`config.mk`:
```
export PLATFORM = sky130hd
export DESIGN_NAME = ddr_iq_unpacker
export DESIGN_NICKNAME = d
export VERILOG_FILES = /design/src/rtl/ddr_unpack_pkg.sv /design/src/rtl/ddr_word_aligner.sv /design/src/rtl/ddr_sample_assembler.sv /design/src/rtl/ddr_sample_outreg.sv /design/src/rtl/ddr_iq_unpacker.sv
export SDC_FILE = /design/constraint.sdc
export NUM_CORES = 1
export LEC_CHECK = 0
export BUFFER_PORTS_ARGS = -buffer_cell sky130_fd_sc_hd__buf_4
export CAP_MARGIN = 10
export CELL_PAD_IN_SITES_DETAIL_PLACEMENT = 1
export CELL_PAD_IN_SITES_GLOBAL_PLACEMENT = 2
export CORE_MARGIN = 5
export CORE_UTILIZATION = 36
export DETAILED_ROUTE_END_ITERATION = 8
export GPL_TIMING_DRIVEN = 0
export PLACE_DENSITY_LB_ADDON = 0.1
export SKIP_CTS_REPAIR_TIMING = 1
export SLEW_MARGIN = 20
export SYNTH_ARGS = -nofsm -noshare
export SYNTH_HDL_FRONTEND = slang
export SYNTH_SLANG_ARGS = --single-unit
```
`constraint.sdc`:
```
create_clock -name clk -period 2.14 [get_ports clk]
set_input_delay 0.428 -clock clk [delete_from_list [all_inputs] [get_ports clk]]
set_output_delay 0.428 -clock clk [all_outputs]
set_load 0.005 [all_outputs]
```
`src/rtl/ddr_unpack_pkg.sv`:
```
package ddr_unpack_pkg;

  // Which half of a complex sample the next word pair carries.
  typedef enum logic {
    HALF_UPPER = 1'b0,
    HALF_LOWER = 1'b1
  } half_e;

endpackage

```
`src/rtl/ddr_word_aligner.sv`:
```
// Turns the per-clock (rise, fall) word pair into an aligned pair stream.
// A frame start seen on a falling-edge word switches to cross-clock pairing.
module ddr_word_aligner #(
  parameter int WORD_W = 6
) (
  input  logic              clk,
  input  logic              rst,
  input  logic [WORD_W-1:0] rise_word,
  input  logic [WORD_W-1:0] fall_word,
  input  logic              rise_strb,
  input  logic              fall_strb,
  output logic              pr_valid,
  output logic [WORD_W-1:0] pr_first,
  output logic [WORD_W-1:0] pr_second,
  output logic              pr_sof,
  output logic              slip_o
);

  logic [WORD_W-1:0] held_word;
  logic              held_strb;
  logic              slip_q;
  logic              late_sof_q;
  logic              start_on_rise;
  logic              start_on_fall;
  logic              slip_now;

  // Strobe 0->1 between the previous falling word and this rising word.
  assign start_on_rise = rise_strb & ~held_strb;
  // Strobe 0->1 between this rising word and this falling word.
  assign start_on_fall = fall_strb & ~rise_strb;
  assign slip_now      = start_on_rise ? 1'b0 : slip_q;
  assign slip_o        = slip_q;

  always_ff @(posedge clk) begin
    if (rst) begin
      held_word  <= '0;
      held_strb  <= 1'b0;
      slip_q     <= 1'b0;
      late_sof_q <= 1'b0;
      pr_valid   <= 1'b0;
      pr_first   <= '0;
      pr_second  <= '0;
      pr_sof     <= 1'b0;
    end else begin
      held_word  <= fall_word;
      held_strb  <= fall_strb;
      late_sof_q <= start_on_fall;
      if (start_on_fall) begin
        slip_q <= 1'b1;
      end else if (start_on_rise) begin
        slip_q <= 1'b0;
      end
      // The pair straddling a switch into slipped pairing is dropped.
      pr_valid <= ~(start_on_fall & ~slip_now);
      if (slip_now) begin
        pr_first  <= held_word;
        pr_second <= rise_word;
        pr_sof    <= late_sof_q;
      end else begin
        pr_first  <= rise_word;
        pr_second <= fall_word;
        pr_sof    <= start_on_rise;
      end
    end
  end

endmodule

```
`src/rtl/ddr_sample_assembler.sv`:
```
// Joins upper/lower word pairs into full I/Q samples and tracks the channel.
module ddr_sample_assembler
  import ddr_unpack_pkg::*;
#(
  parameter int WORD_W = 6,
  parameter int NUM_CH = 2,
  localparam int CH_W   = (NUM_CH > 1) ? $clog2(NUM_CH) : 1,
  localparam int SAMP_W = 2 * WORD_W
) (
  input  logic              clk,
  input  logic              rst,
  input  logic              mode_multi,
  input  logic              pr_valid,
  input  logic [WORD_W-1:0] pr_first,
  input  logic [WORD_W-1:0] pr_second,
  input  logic              pr_sof,
  output logic              sa_valid,
  output logic [CH_W-1:0]   sa_chan,
  output logic [SAMP_W-1:0] sa_i,
  output logic [SAMP_W-1:0] sa_q,
  output logic              locked_o
);

  half_e             half_q;
  logic [CH_W-1:0]   chan_q;
  logic              locked_q;
  logic [WORD_W-1:0] i_upper;
  logic [WORD_W-1:0] q_upper;
  logic              last_chan;

  assign last_chan = ~mode_multi | (chan_q == CH_W'(NUM_CH - 1));
  assign locked_o  = locked_q;

  always_ff @(posedge clk) begin
    if (rst) begin
      half_q   <= HALF_UPPER;
      chan_q   <= '0;
      locked_q <= 1'b0;
      i_upper  <= '0;
      q_upper  <= '0;
      sa_valid <= 1'b0;
      sa_chan  <= '0;
      sa_i     <= '0;
      sa_q     <= '0;
    end else begin
      sa_valid <= 1'b0;
      if (pr_valid) begin
        if (pr_sof) begin
          // Frame start: this pair is channel 0, upper halves.
          locked_q <= 1'b1;
          i_upper  <= pr_first;
          q_upper  <= pr_second;
          half_q   <= HALF_LOWER;
          chan_q   <= '0;
        end else if (locked_q) begin
          if (half_q == HALF_UPPER) begin
            if (chan_q == '0) begin
              // Frame boundary reached without a frame start.
              locked_q <= 1'b0;
            end else begin
              i_upper <= pr_first;
              q_upper <= pr_second;
              half_q  <= HALF_LOWER;
            end
          end else begin
            sa_valid <= 1'b1;
            sa_chan  <= chan_q;
            sa_i     <= {i_upper, pr_first};
            sa_q     <= {q_upper, pr_second};
            half_q   <= HALF_UPPER;
            chan_q   <= last_chan ? '0 : chan_q + 1'b1;
          end
        end
      end
    end
  end

endmodule

```
`src/rtl/ddr_sample_outreg.sv`:
```
// Registered per-channel output holding registers and the valid pulse.
module ddr_sample_outreg #(
  parameter int SAMP_W = 12,
  parameter int NUM_CH = 2,
  localparam int CH_W  = (NUM_CH > 1) ? $clog2(NUM_CH) : 1
) (
  input  logic                           clk,
  input  logic                           rst,
  input  logic                           sa_valid,
  input  logic [CH_W-1:0]                sa_chan,
  input  logic [SAMP_W-1:0]              sa_i,
  input  logic [SAMP_W-1:0]              sa_q,
  output logic                           smp_valid,
  output logic [CH_W-1:0]                smp_chan,
  output logic [NUM_CH-1:0][SAMP_W-1:0]  chan_i,
  output logic [NUM_CH-1:0][SAMP_W-1:0]  chan_q
);

  always_ff @(posedge clk) begin
    if (rst) begin
      smp_valid <= 1'b0;
      smp_chan  <= '0;
    end else begin
      smp_valid <= sa_valid;
      if (sa_valid) begin
        smp_chan <= sa_chan;
      end
    end
  end

  for (genvar c = 0; c < NUM_CH; c++) begin : g_chan
    always_ff @(posedge clk) begin
      if (rst) begin
        chan_i[c] <= '0;
        chan_q[c] <= '0;
      end else if (sa_valid && (sa_chan == CH_W'(c))) begin
        chan_i[c] <= sa_i;
        chan_q[c] <= sa_q;
      end
    end
  end

endmodule

```
`src/rtl/ddr_iq_unpacker.sv`:
```
module ddr_iq_unpacker #(
  parameter int WORD_W = 6,
  parameter int NUM_CH = 2,
  localparam int CH_W   = (NUM_CH > 1) ? $clog2(NUM_CH) : 1,
  localparam int SAMP_W = 2 * WORD_W
) (
  input  logic                          clk,
  input  logic                          rst,
  input  logic                          mode_multi,
  input  logic [WORD_W-1:0]             rx_rise_word,
  input  logic [WORD_W-1:0]             rx_fall_word,
  input  logic                          frame_rise,
  input  logic                          frame_fall,
  output logic                          smp_valid,
  output logic [CH_W-1:0]               smp_chan,
  output logic [NUM_CH-1:0][SAMP_W-1:0] chan_i,
  output logic [NUM_CH-1:0][SAMP_W-1:0] chan_q
);

  logic              pr_valid;
  logic [WORD_W-1:0] pr_first;
  logic [WORD_W-1:0] pr_second;
  logic              pr_sof;
  logic              slip;
  logic              sa_valid;
  logic [CH_W-1:0]   sa_chan;
  logic [SAMP_W-1:0] sa_i;
  logic [SAMP_W-1:0] sa_q;
  logic              locked;

  ddr_word_aligner #(.WORD_W(WORD_W)) u_align (
    .clk       (clk),
    .rst       (rst),
    .rise_word (rx_rise_word),
    .fall_word (rx_fall_word),
    .rise_strb (frame_rise),
    .fall_strb (frame_fall),
    .pr_valid  (pr_valid),
    .pr_first  (pr_first),
    .pr_second (pr_second),
    .pr_sof    (pr_sof),
    .slip_o    (slip)
  );

  ddr_sample_assembler #(.WORD_W(WORD_W), .NUM_CH(NUM_CH)) u_asm (
    .clk        (clk),
    .rst        (rst),
    .mode_multi (mode_multi),
    .pr_valid   (pr_valid),
    .pr_first   (pr_first),
    .pr_second  (pr_second),
    .pr_sof     (pr_sof),
    .sa_valid   (sa_valid),
    .sa_chan    (sa_chan),
    .sa_i       (sa_i),
    .sa_q       (sa_q),
    .locked_o   (locked)
  );

  ddr_sample_outreg #(.SAMP_W(SAMP_W), .NUM_CH(NUM_CH)) u_out (
    .clk       (clk),
    .rst       (rst),
    .sa_valid  (sa_valid),
    .sa_chan   (sa_chan),
    .sa_i      (sa_i),
    .sa_q      (sa_q),
    .smp_valid (smp_valid),
    .smp_chan  (smp_chan),
    .chan_i    (chan_i),
    .chan_q    (chan_q)
  );

endmodule

```
==> metrics.md, run 1 <==
| Metric | Value |
|---|---|
| Die Y-Extent | `116 um` |
| Switching power share of the total | `0.199` |
| Number of buffers created by CTS | `17` |
| Delay of the slowest cell on the worst path | `0.47 ns` |
| I/O Pins | `67` |
| Number of warning messages in the yosys log | `0` |
| Highest-count cells in the layout ignoring fill and taps | `sky130_fd_sc_hd__nand2_1, sky130_fd_sc_hd__dfxtp_1, sky130_fd_sc_hd__a21oi_1, sky130_fd_sc_hd__buf_4, sky130_fd_sc_hd__nand2b_1` |
| Power per cell area | `1000 nW/um^2` |
| Type of the setup path with the least slack | `flop to flop` |
| Final layout net count | `568` |
| Run status | `complete, no violations` |
| Nature of the critical path endpoint | `flop` |
| First-pass GRT wire length | `18.1 mm` |
| Placeable core region | `11000 um^2` |
| CTS root buf | `sky130_fd_sc_hd__clkbuf_16` |
| Final-layout fill cell count | `1304` |
| Reported net switching power | `1.07 mW` |
| Clock Tree Buf Depth | `2` |
| Count of final hold-check violations | `0` |
| Class of the most critical hold timing path | `input port to flop` |
| TritonCTS clock tree | `built` |
| RSZ-0062 raised after global routing | `false` |
| Post-synthesis area per instance | `8.74 um^2` |
| Power Internal | `4.33 mW` |
| Top fanout value on the critical path | `10` |
| Vias in the first global route | `3611` |
| Final-report max-slew violation count | `0` |
| Cell class contributing the biggest share of worst-path delay | `buffers and inverters` |
| Combined area of the multi-input logic cells | `1590 um^2` |
| Proportion of power drawn by flip-flops and latches | `0.404` |
| Overflow left after global routing | `0` |
| Total negative setup slack | `0 ns` |
| Detailed-routing iteration count for the pre-antenna-repair pass | `4` |
| Leak Pwr | `2.06 nW` |
| Total of flip-flops plus latches after synthesis | `114` |
| Clock latency reported for the late side of the worst-skew pair | `0.41 ns` |
| Sequential cell area | `2280 um^2` |
| Upper clock frequency limit | `692 MHz` |
| Routed vias | `3399` |
| Overall die area | `13600 um^2` |
| WP buf/inv | `1` |
| Detailed Route WL | `11.0 mm` |
| Number of DRC violations after detailed routing | `0` |
| Transition time of the tightest slew-check pin | `0.793 ns` |
| Setup crit start kind | `flop` |
| Maximum number of pins on one net before global-route repair | `17` |
| Row Count | `38` |
| Core utilization of the finished layout | `0.490` |
| CTS sink count | `114` |
| Worst clock skew on the final layout | `0.00510 ns` |
| GRT Util Overall | `0.176` |
| Last weighted congestion value of the routability-driven placer | `0.769` |
| Total power | `5.40 mW` |
| Time the worst path needs with I/O delays and setup | `1.44 ns` |
| CTS clock-pin slew for the worst setup and hold paths | `0.05 ns` |
| Starting density of the core | `0.371` |
| Arrival @ worst endpoint | `1.78 ns` |
| Vias per inst | `4.83` |
| Number of max-capacitance violations reported | `0` |
| Critical path required time | `2.48 ns` |
| Iteration-0 DRC count of the detailed router | `110` |
| Final setup vio count | `0` |
| Syn Std Cell Area | `4080 um^2` |
| Commonest non-fill, non-tap cell in the layout | `sky130_fd_sc_hd__nand2_1` |
| Ratio of cells with drive above 1 in the final layout | `0.218` |
| Cell breakdown of the critical path | `nand2_1 > clkbuf_1 > nand2_1 > a21oi_1` |
| Peak supply drop | `0.674 mV` |
| Worst slew margin | `0.471` |
| Dpl hpwl | `7.95 mm` |
| Critical path's slowest cell | `sky130_fd_sc_hd__clkbuf_1` |
| Count of input and output buffers | `65` |
| Syn Nets | `484` |
| Synthesized instance count | `467` |
| Layout Area Growth over Synthesis | `32.0%` |
| Number of H-tree levels | `4` |
| Count of nets left with antenna violations after detail routing | `0` |
| Clk network pwr share | `0.568` |
| Sequential fraction of the synthesis area | `0.559` |
| Die boundary width | `116 um` |
| Synth unique cells | `27` |
| Library cell appearing most often on the critical path | `sky130_fd_sc_hd__nand2_1` |
| Final non-filler cell area | `5390 um^2` |
| Final routed wire length divided by cell count | `15.6 um` |
| Area after DPL | `4740 um^2` |
| Share of the clock period used by the worst path | `0.675` |
| Number of antenna violations at the first check in global routing | `0` |
| Number of antenna diodes | `0` |
| Logic gate share of total power | `0.028` |
[cell families after synthesis]
kind of cell / synth area share
buffers and inverters: 0.0512
DFF: 0.559
AOI/OAI and AO/OA: 0.134
muxes: 0.0294
and+or+nand+nor: 0.226
[power by group through the flow]
stage                     registers (mW)  logic [mW]  clock network (mW)
after floorplan                     2.22      0.0926                   0
after global placement              2.22       0.150                   0
after detailed placement            2.23       0.152                   0
after CTS                           2.18       0.154                3.12
after global routing                2.18       0.166                3.23
final                               2.18       0.151                3.07
[path summary, 6_finish.rpt]
kind | start | end | slack (ns) | depth (start not counted)
worst max-delay path | u_asm.sa_valid$_SDFF_PP0_ | u_out.chan_q[17]$_SDFFE_PP0P_ | 0.70 | 4
worst min-delay path | frame_fall | u_align.held_strb$_SDFF_PP0_ | 0.25 | 2
worst max register to register | u_asm.sa_valid$_SDFF_PP0_ | u_out.chan_q[17]$_SDFFE_PP0P_ | 0.70 | 4
worst min register to register | u_out.chan_i[7]$_SDFFE_PP0P_ | u_out.chan_i[7]$_SDFFE_PP0P_ | 0.45 | 2
[state kept, by name (all words and copies together) (netlist names), 6 cells and up]
register / flops
u_align.pr_second: 6
u_asm.q_upper: 6
u_asm.i_upper: 6
u_align.held_word: 6
u_align.pr_first: 6
u_asm.sa_i: 12
u_asm.sa_q: 12
u_out.chan_q: 24
u_out.chan_i: 24
[per-layer routing]
metal  global-route usage  share of wire
met2                0.296           0.48
met5                    0              0
met4               0.0673          0.018
met3               0.0518          0.045
met1                0.212           0.46
[final cells by class]
cell class              count  share of cell area
flip-flops and latches    114               0.424
multi-input cells         319               0.295
repair buffers             65              0.0906
clock buffers              20              0.0848
plain buffers              32              0.0374
clock inverters            12              0.0344
well taps                 140              0.0325
inverters                   2             0.00139
[cell usage after synthesis]
cell / number / share of area
sky130_fd_sc_hd__nor2b_1: 8 / 0.012
sky130_fd_sc_hd__nand4b_2: 1 / 0.0037
sky130_fd_sc_hd__buf_1: 1 / 0.00092
sky130_fd_sc_hd__nand2_1: 153 / 0.14
sky130_fd_sc_hd__inv_1: 2 / 0.0018
sky130_fd_sc_hd__o22a_1: 6 / 0.013
sky130_fd_sc_hd__buf_4: 2 / 0.0037
sky130_fd_sc_hd__nor3_4: 1 / 0.0040
sky130_fd_sc_hd__nand3_1: 6 / 0.0074
sky130_fd_sc_hd__o21ai_0: 7 / 0.0086
sky130_fd_sc_hd__buf_2: 11 / 0.013
sky130_fd_sc_hd__a31oi_1: 1 / 0.0015
sky130_fd_sc_hd__and2b_1: 2 / 0.0037
sky130_fd_sc_hd__buf_6: 5 / 0.014
sky130_fd_sc_hd__and4b_1: 1 / 0.0025
sky130_fd_sc_hd__nand4b_1: 1 / 0.0021
sky130_fd_sc_hd__mux2i_1: 12 / 0.029
sky130_fd_sc_hd__clkbuf_1: 11 / 0.010
sky130_fd_sc_hd__and2_1: 1 / 0.0015
sky130_fd_sc_hd__buf_8: 2 / 0.0074
sky130_fd_sc_hd__nand2b_1: 28 / 0.043
sky130_fd_sc_hd__a21oi_1: 80 / 0.098
sky130_fd_sc_hd__nand3b_1: 1 / 0.0018
sky130_fd_sc_hd__dfxtp_1: 114 / 0.56
sky130_fd_sc_hd__o31ai_1: 1 / 0.0018
sky130_fd_sc_hd__a21oi_2: 5 / 0.011
sky130_fd_sc_hd__nor2_1: 4 / 0.0037
[metrics by stage]
step / std cells / hold slack [ns] / setup WS [ns]
global placement: 672 / 0.445 / 0.661
detailed placement: 672 / 0.450 / 0.636
global route: 704 / 0.247 / 0.524
finish: 704 / 0.252 / 0.696
CTS: 704 / 0.234 / 0.626
floorplan: 467 / 0.429 / 1.06
Note: power is estimated with default switching activity, not from simulation.
==> run 2, diff against run 1 <==
--- a/config.mk
+++ b/config.mk
@@ -10,7 +10,7 @@
 export CELL_PAD_IN_SITES_DETAIL_PLACEMENT = 1
 export CELL_PAD_IN_SITES_GLOBAL_PLACEMENT = 2
 export CORE_MARGIN = 5
-export CORE_UTILIZATION = 36
+export CORE_UTILIZATION = 30
 export DETAILED_ROUTE_END_ITERATION = 8
 export GPL_TIMING_DRIVEN = 0
 export PLACE_DENSITY_LB_ADDON = 0.1
==> constraint.sdc (replaced) <==
create_clock -name clk -period 1.2 [get_ports clk]
set_input_delay 0.24 -clock clk [delete_from_list [all_inputs] [get_ports clk]]
set_output_delay 0.24 -clock clk [all_outputs]
set_load 0.005 [all_outputs]
==> run 2 against run 1 <==
The flow now finishes with violations (setup timing). Via count is 1.4% lower. Setup slack worse by 0.71 ns. Clock power grew 69%. Critical path type unchanged. Largest cell class unchanged. Highest routed layer unchanged.
==> metrics.md, run 2 (synthesis gave the netlist of run 1 again) <==
| Metric | Value |
|---|---|
| Endpoint of the most critical register-to-register path | `u_asm.i_upper[3]$_SDFFE_PP0P_` |
| Number of cells on the worst reg-to-reg path | `4 (unchanged)` |
| Number of cells on the critical path | `4 (unchanged)` |
| Power Internal | `7.46 mW (+72%)` |
| Upper clock frequency limit | `823 MHz (+19%)` |
| Routed vias | `3350 (-1.4%)` |
| CTS root buf | `sky130_fd_sc_hd__clkbuf_16` |
| I/O Pins | `67 (unchanged)` |
| Number of H-tree levels | `4 (unchanged)` |
| Number of antenna violations at the first check in global routing | `0 (unchanged)` |
| Detailed Route WL | `11.6 mm (+5.1%)` |
| Vias in the first global route | `3566 (-1.2%)` |
| Cell class contributing the biggest share of worst-path delay | `simple AND/OR/NAND/NOR gates` |
| Clock Tree Buf Depth | `2 (unchanged)` |
| WP buf/inv | `1 (unchanged)` |
| Final layout net count | `574 (+1.1%)` |
| TritonCTS clock tree | `built` |
| Row Count | `42 (+11%)` |
| Ratio of cells with drive above 1 in the final layout | `0.277 (+0.0591)` |
| Iteration-0 DRC count of the detailed router | `108 (-1.8%)` |
| Number of max-capacitance violations reported | `0 (unchanged)` |
| Sequential cell area | `2300 um^2 (+0.93%)` |
| Top Registers | `u_out.chan_i: 24 flops, u_out.chan_q: 24 flops` |
| Met1 usage | `0.181 (-0.0318)` |
| Share of the clock period used by the worst path | `1.01 (+0.338)` |
| Leak Pwr | `2.13 nW (+3.7%)` |
| Transition time of the tightest slew-check pin | `0.707 ns (-0.0853 ns)` |
| Detailed-routing iteration count for the pre-antenna-repair pass | `4 (unchanged)` |
| Highest-count cells in the layout ignoring fill and taps | `sky130_fd_sc_hd__nand2_1, sky130_fd_sc_hd__dfxtp_1, sky130_fd_sc_hd__a21oi_1, sky130_fd_sc_hd__buf_4, sky130_fd_sc_hd__nand2b_1` |
| Switching power share of the total | `0.203 (+0.00416)` |
| Peak supply drop | `0.866 mV (+29%)` |
| Critical path required time | `1.53 ns (-0.95 ns)` |
| GRT met3 Usage | `0.0433 (-0.00852)` |
| Final non-filler cell area | `5670 um^2 (+5.3%)` |
| Overflow left after global routing | `0 (unchanged)` |
| Final routed wire length divided by cell count | `15.5 um (-0.86%)` |
| Critical path's slowest cell | `sky130_fd_sc_hd__dfxtp_4` |
| Run status | `finished, violations left` |
| Worst clock skew on the final layout | `0.00801 ns (+0.00291 ns)` |
| Layout Area Growth over Synthesis | `39.0%` |
| Combined area of the multi-input logic cells | `1660 um^2 (+4.5%)` |
| Top Usage Layer GRT | `met2` |
| Starting density of the core | `0.307 (-0.0646)` |
| Type of the setup path with the least slack | `flop to flop` |
| Number of DRC violations after detailed routing | `0 (unchanged)` |
| Worst slew margin | `0.528 (+0.0569)` |
| Reported net switching power | `1.90 mW (+77%)` |
| FF-to-FF setup slack | `-0.02 ns (-0.71 ns)` |
| Hold slack | `0.0614 ns (-0.190 ns)` |
| First element of the critical path | `u_asm.half_q$_SDFFE_PP0P_` |
| Power per cell area | `1650 nW/um^2 (+65%)` |
| First-pass GRT wire length | `18.4 mm (+1.6%)` |
| Clock latency reported for the late side of the worst-skew pair | `0.40 ns (about the same)` |
| Arrival @ worst endpoint | `1.54 ns (-0.24 ns)` |
| Count of input and output buffers | `65 (unchanged)` |
| Die boundary width | `127 um (+8.7%)` |
| Count of final hold-check violations | `0 (unchanged)` |
| Nature of the critical path endpoint | `flop` |
| Placeable core region | `13300 um^2 (+21%)` |
| Proportion of power drawn by flip-flops and latches | `0.415 (+0.011)` |
| CTS clock-pin slew for the worst setup and hold paths | `0.05 ns (about the same)` |
| Critical R2R Launch | `u_asm.half_q$_SDFFE_PP0P_` |
| Final-report max-slew violation count | `0 (unchanged)` |
| Final-layout fill cell count | `1516 (+16%)` |
| Vias per inst | `4.49 (-7.0%)` |
| Worst path setup slack after routing | `-0.0151 ns (-0.711 ns)` |
| Maximum number of pins on one net before global-route repair | `17 (unchanged)` |
| Count of nets left with antenna violations after detail routing | `0 (unchanged)` |
| Last weighted congestion value of the routability-driven placer | `0.763 (-0.72%)` |
| Dpl hpwl | `8.17 mm (+2.7%)` |
| Met2 track utilization from global routing | `0.246 (-0.0504)` |
| Class of the most critical hold timing path | `input port to flop` |
| CTS sink count | `114 (unchanged)` |
| Top fanout value on the critical path | `6 (-4)` |
| Commonest non-fill, non-tap cell in the layout | `sky130_fd_sc_hd__nand2_1` |
| GRT Util Overall | `0.147 (-0.0287)` |
| Final setup vio count | `2 (+2)` |
| Destination of the critical timing path | `u_asm.i_upper[3]$_SDFFE_PP0P_` |
| Logic gate share of total power | `0.031 (+0.003)` |
| Die Y-Extent | `127 um (+8.7%)` |
| Time the worst path needs with I/O delays and setup | `1.22 ns (-0.229 ns)` |
| Core utilization of the finished layout | `0.427 (-0.0638)` |
| Setup crit start kind | `flop` |
| Area after DPL | `4790 um^2 (+0.95%)` |
| Number of buffers created by CTS | `17 (unchanged)` |
| Number of antenna diodes | `0 (unchanged)` |
| Cell breakdown of the critical path | `nand4b_1 > nand2_4 > clkbuf_16 > mux2i_1` |
| Clk network pwr share | `0.554 (-0.014)` |
| Failing checks | `setup timing` |
| Overall die area | `16000 um^2 (+18%)` |
| Delay of the slowest cell on the worst path | `0.36 ns (-0.11 ns)` |
| RSZ-0062 raised after global routing | `true` |
## run 2: changes by cell type in the layout (fill, tap and decap cells not counted), sizes merged
cell / change
buf: +2
bufinv: -1
clkbuf: +4
clkinvlp: +1
## run 2: worst reg2reg max path: cells and delay by family (launching register included)
family | cells | cell delay, ns
AND/OR/NAND/NOR | 2 | 0.43
flip-flops | 1 | 0.36
multiplexers | 1 | 0.18
buffers and inverters | 1 | 0.17
## run 2: final cells by class
| type | count | share of cell area |
|---|---|---|
| Clock inverter | 12 | 0.0287 |
| Timing Repair Buffer | 72 | 0.108 |
| Buffer | 31 | 0.0457 |
| Sequential cell | 114 | 0.406 |
| Tap cell | 176 | 0.0388 |
| Clock buffer | 20 | 0.0788 |
| Multi-Input combinational cell | 319 | 0.293 |
| Inverter | 2 | 0.00132 |
## run 2: routing by layer
layer	part of all wire	up-vias
met2	0.49	64
met5	0	-
met1	0.46	1570
li1	-	1702
met4	0.018	0
met3	0.037	14
## run 2: stage by stage
step | setup WS, ns | std cells | power [mW] | TNS [ns]
6_report | -0.0151 | 746 | 9.36 | -0.0206
3_5_place_dp | -0.314 | 708 | 4.25 | -7.77
3_3_place_gp | -0.263 | 708 | 4.24 | -5.61
4_1_cts | -0.331 | 740 | 9.48 | -8.35
2_1_floorplan | 0.119 | 467 | 4.12 | 0
5_1_grt | -0.0597 | 746 | 9.72 | -0.424
## run 2: worst min-delay path by stage
stage / to / slack (ns) / cells past startpoint / from
after floorplan: u_align.held_strb$_SDFF_PP0_ / 0.37 / 1 / frame_fall
after global placement: u_align.pr_sof$_SDFF_PP0_ / 0.44 / 2 / u_align.late_sof_q$_SDFF_PP0_
after detailed placement: u_align.pr_sof$_SDFF_PP0_ / 0.44 / 2 / u_align.late_sof_q$_SDFF_PP0_
after CTS: u_align.held_strb$_SDFF_PP0_ / 0.05 / 2 / frame_fall
after global routing: u_align.held_strb$_SDFF_PP0_ / 0.06 / 2 / frame_fall
final: u_align.held_strb$_SDFF_PP0_ / 0.06 / 2 / frame_fall
## run 2: power by group through the flow
| stage | logic [mW] | clock network (mW) | registers (mW) |
|---|---|---|---|
| 6_report | 0.293 | 5.18 | 3.89 |
| 4_1_cts | 0.280 | 5.31 | 3.89 |
| 3_3_place_gp | 0.274 | 0 | 3.97 |
| 5_1_grt | 0.327 | 5.50 | 3.89 |
| 2_1_floorplan | 0.165 | 0 | 3.95 |
| 3_5_place_dp | 0.278 | 0 | 3.97 |
==> run 3, diff against run 2 <==
--- a/config.mk
+++ b/config.mk
@@ -13,7 +13,7 @@
 export CORE_UTILIZATION = 30
 export DETAILED_ROUTE_END_ITERATION = 8
 export GPL_TIMING_DRIVEN = 0
-export PLACE_DENSITY_LB_ADDON = 0.1
+export PLACE_DENSITY = 0.83
 export SKIP_CTS_REPAIR_TIMING = 1
 export SLEW_MARGIN = 20
 export SYNTH_ARGS = -nofsm -noshare
==> run 3 against run 2 <==
The run now ends clean. First-iteration DRC count decreased by 0.93%. Critical path type unchanged. Largest power group unchanged. Sequential share of layout area rose by 1.4 points. Combinational power fell by 5%.
==> metrics.md, run 3 (synthesis gave the netlist of run 1 again) <==
| Metric | Value |
|---|---|
| Run status | `complete, no violations` |
| CTS root buf | `sky130_fd_sc_hd__clkbuf_16` |
| Power per cell area | `1610 nW/um^2 (-2.6%)` |
| Final layout net count | `569 (-0.87%)` |
| Worst slew margin | `0.545 (+0.0164)` |
| Total power | `8.82 mW (-5.8%)` |
| CTS sink count | `114 (unchanged)` |
| Number of max-capacitance violations reported | `0 (unchanged)` |
| Layout Cells excl Fill | `741 (-0.67%)` |
| Leak Pwr | `2.05 nW (-3.9%)` |
| Placeable core region | `13300 um^2 (unchanged)` |
| Die boundary width | `127 um (unchanged)` |
| I/O Pins | `67 (unchanged)` |
| Highest-count cells in the layout ignoring fill and taps | `sky130_fd_sc_hd__nand2_1, sky130_fd_sc_hd__dfxtp_1, sky130_fd_sc_hd__buf_4, sky130_fd_sc_hd__a21oi_1, sky130_fd_sc_hd__nand2b_1` |
| Layout Area Growth over Synthesis | `34.4%` |
| Count of nets left with antenna violations after detail routing | `0 (unchanged)` |
| Number of buffers created by CTS | `17 (unchanged)` |
| Start point of the worst min-delay path | `frame_fall` |
| Top fanout value on the critical path | `10 (+4)` |
| Detailed-routing iteration count for the pre-antenna-repair pass | `4 (unchanged)` |
| Number of H-tree levels | `4 (unchanged)` |
| Arrival @ worst endpoint | `1.48 ns (-0.06 ns)` |
| Number of DRC violations after detailed routing | `0 (unchanged)` |
| Setup crit start kind | `flop` |
| Final non-filler cell area | `5480 um^2 (-3.3%)` |
| Hold worst-path end | `u_align.held_strb$_SDFF_PP0_` |
| Endpoint of the most critical register-to-register path | `u_asm.q_upper[4]$_SDFFE_PP0P_` |
| Delay of the slowest cell on the worst path | `0.36 ns (about the same)` |
| Final setup vio count | `0 (-2)` |
| Clock Tree Buf Depth | `2 (unchanged)` |
| Detailed Route WL | `11.1 mm (-4.3%)` |
| Routed vias | `3382 (+0.96%)` |
| Starting density of the core | `0.307 (unchanged)` |
| Critical R2R Launch | `u_asm.half_q$_SDFFE_PP0P_` |
| Number of instances in the placed design | `708 (unchanged)` |
| TritonCTS clock tree | `built` |
| Number of cells on the worst reg-to-reg path | `4 (unchanged)` |
| Overflow left after global routing | `0 (unchanged)` |
| Count of final hold-check violations | `0 (unchanged)` |
| Critical path required time | `1.53 ns (about the same)` |
| Area after DPL | `4790 um^2 (unchanged)` |
| Number of antenna diodes | `0 (unchanged)` |
| Last weighted congestion value of the routability-driven placer | `0.764 (+0.12%)` |
| Nature of the critical path endpoint | `flop` |
| Ratio of cells with drive above 1 in the final layout | `0.260 (-0.0170)` |
| Worst clock skew on the final layout | `0.00721 ns (-0.000794 ns)` |
| Share of the clock period used by the worst path | `0.962 (-0.0505)` |
| Hold path depth | `2 (unchanged)` |
| Die Y-Extent | `127 um (unchanged)` |
| GRT Util Overall | `0.141 (-0.00621)` |
| Class of the most critical hold timing path | `input port to flop` |
| Top Registers | `u_out.chan_i: 24 flops, u_out.chan_q: 24 flops` |
| Type of the setup path with the least slack | `flop to flop` |
| Peak supply drop | `0.951 mV (+9.9%)` |
| Final routed wire length divided by cell count | `14.9 um (-3.6%)` |
| Maximum number of pins on one net before global-route repair | `17 (unchanged)` |
| Critical path's slowest cell | `sky130_fd_sc_hd__dfxtp_4` |
| Row Count | `42 (unchanged)` |
| Final-report max-slew violation count | `0 (unchanged)` |
| Count of input and output buffers | `65 (unchanged)` |
| WP buf/inv | `1 (unchanged)` |
| Vias per inst | `4.56 (+1.6%)` |
| Vias in the first global route | `3478 (-2.5%)` |
| Number of antenna violations at the first check in global routing | `0 (unchanged)` |
| First-pass GRT wire length | `17.7 mm (-3.5%)` |
| Clock latency reported for the late side of the worst-skew pair | `0.41 ns (about the same)` |
| FF-to-FF setup slack | `0.05 ns (+0.06 ns)` |
| Dpl hpwl | `8.34 mm (+2.1%)` |
| Time the worst path needs with I/O delays and setup | `1.15 ns (-0.0606 ns)` |
| Cell breakdown of the critical path | `nand4b_1 > nand2_2 > buf_12 > mux2i_2` |
| CTS clock-pin slew for the worst setup and hold paths | `0.05 ns (about the same)` |
| Iteration-0 DRC count of the detailed router | `107 (-0.93%)` |
| Transition time of the tightest slew-check pin | `0.683 ns (-0.0246 ns)` |
| Cell class contributing the biggest share of worst-path delay | `flip-flops` |
| Upper clock frequency limit | `866 MHz (+5.3%)` |
| Commonest non-fill, non-tap cell in the layout | `sky130_fd_sc_hd__nand2_1` |
| RSZ-0062 raised after global routing | `false` |
| Overall die area | `16000 um^2 (unchanged)` |
run 3: changes by cell type in the layout (fill, tap and decap cells not counted), sizes merged:
cell and delta:
clkinvlp -1, bufinv -3, clkinv -3, clkbuf +2
run 3: stage by stage:
| stage | util | setup slack (ns) | hold slack (ns) | TNS (ns) |
|---|---|---|---|---|
| floorplan | - | 0.119 | 0.368 | 0 |
| global placement | 0.360 | -0.141 | 0.441 | -4.74 |
| detailed placement | 0.360 | -0.206 | 0.444 | -6.92 |
| CTS | 0.402 | -0.224 | 0.0485 | -7.80 |
| global route | 0.412 | 0.00130 | 0.0702 | 0 |
| finish | 0.412 | 0.0455 | 0.0629 | 0 |
run 3: final cells by class:
type | count | area, um^2
Tap cell | 176 | 220
Clock inverter | 5 | 50.0
Clock buffer | 27 | 503
Buffer | 31 | 241
Inverter | 2 | 7.51
Multi-Input combinational cell | 319 | 1650
Timing Repair Buffer | 67 | 503
Fill cell | 1567 | 7810
Sequential cell | 114 | 2300
run 3: worst max path at each step:
stage,end,cells past startpoint,startpoint,slack [ns]
floorplan,u_asm.i_upper[0]$_SDFFE_PP0P_,4,u_asm.half_q$_SDFFE_PP0P_,0.12
global placement,u_out.chan_q[21]$_SDFFE_PP0P_,4,u_asm.sa_chan$_SDFFE_PP0P_,-0.14
detailed placement,u_out.chan_q[22]$_SDFFE_PP0P_,4,u_asm.sa_chan$_SDFFE_PP0P_,-0.21
CTS,u_out.chan_q[22]$_SDFFE_PP0P_,4,u_asm.sa_chan$_SDFFE_PP0P_,-0.22
global route,u_asm.sa_q[3]$_SDFFE_PP0P_,5,u_asm.half_q$_SDFFE_PP0P_,0.001
finish,u_asm.q_upper[4]$_SDFFE_PP0P_,4,u_asm.half_q$_SDFFE_PP0P_,0.05
run 3: per-layer routing:
layer / global-route usage / vias to the layer above / share of wire
met1: 0.178 / 1591 / 0.47
li1: - / 1699 / -
met5: 0 / - / 0
met3: 0.0441 / 17 / 0.048
met4: 0.0587 / 0 / 0.017
met2: 0.224 / 75 / 0.46
run 3: where the power goes:
group | internal [mW] | switching, mW
combinational | 0.117 | 0.161
sequential | 3.85 | 0.0409
clock | 3.05 | 1.61
total | 7.01 | 1.81
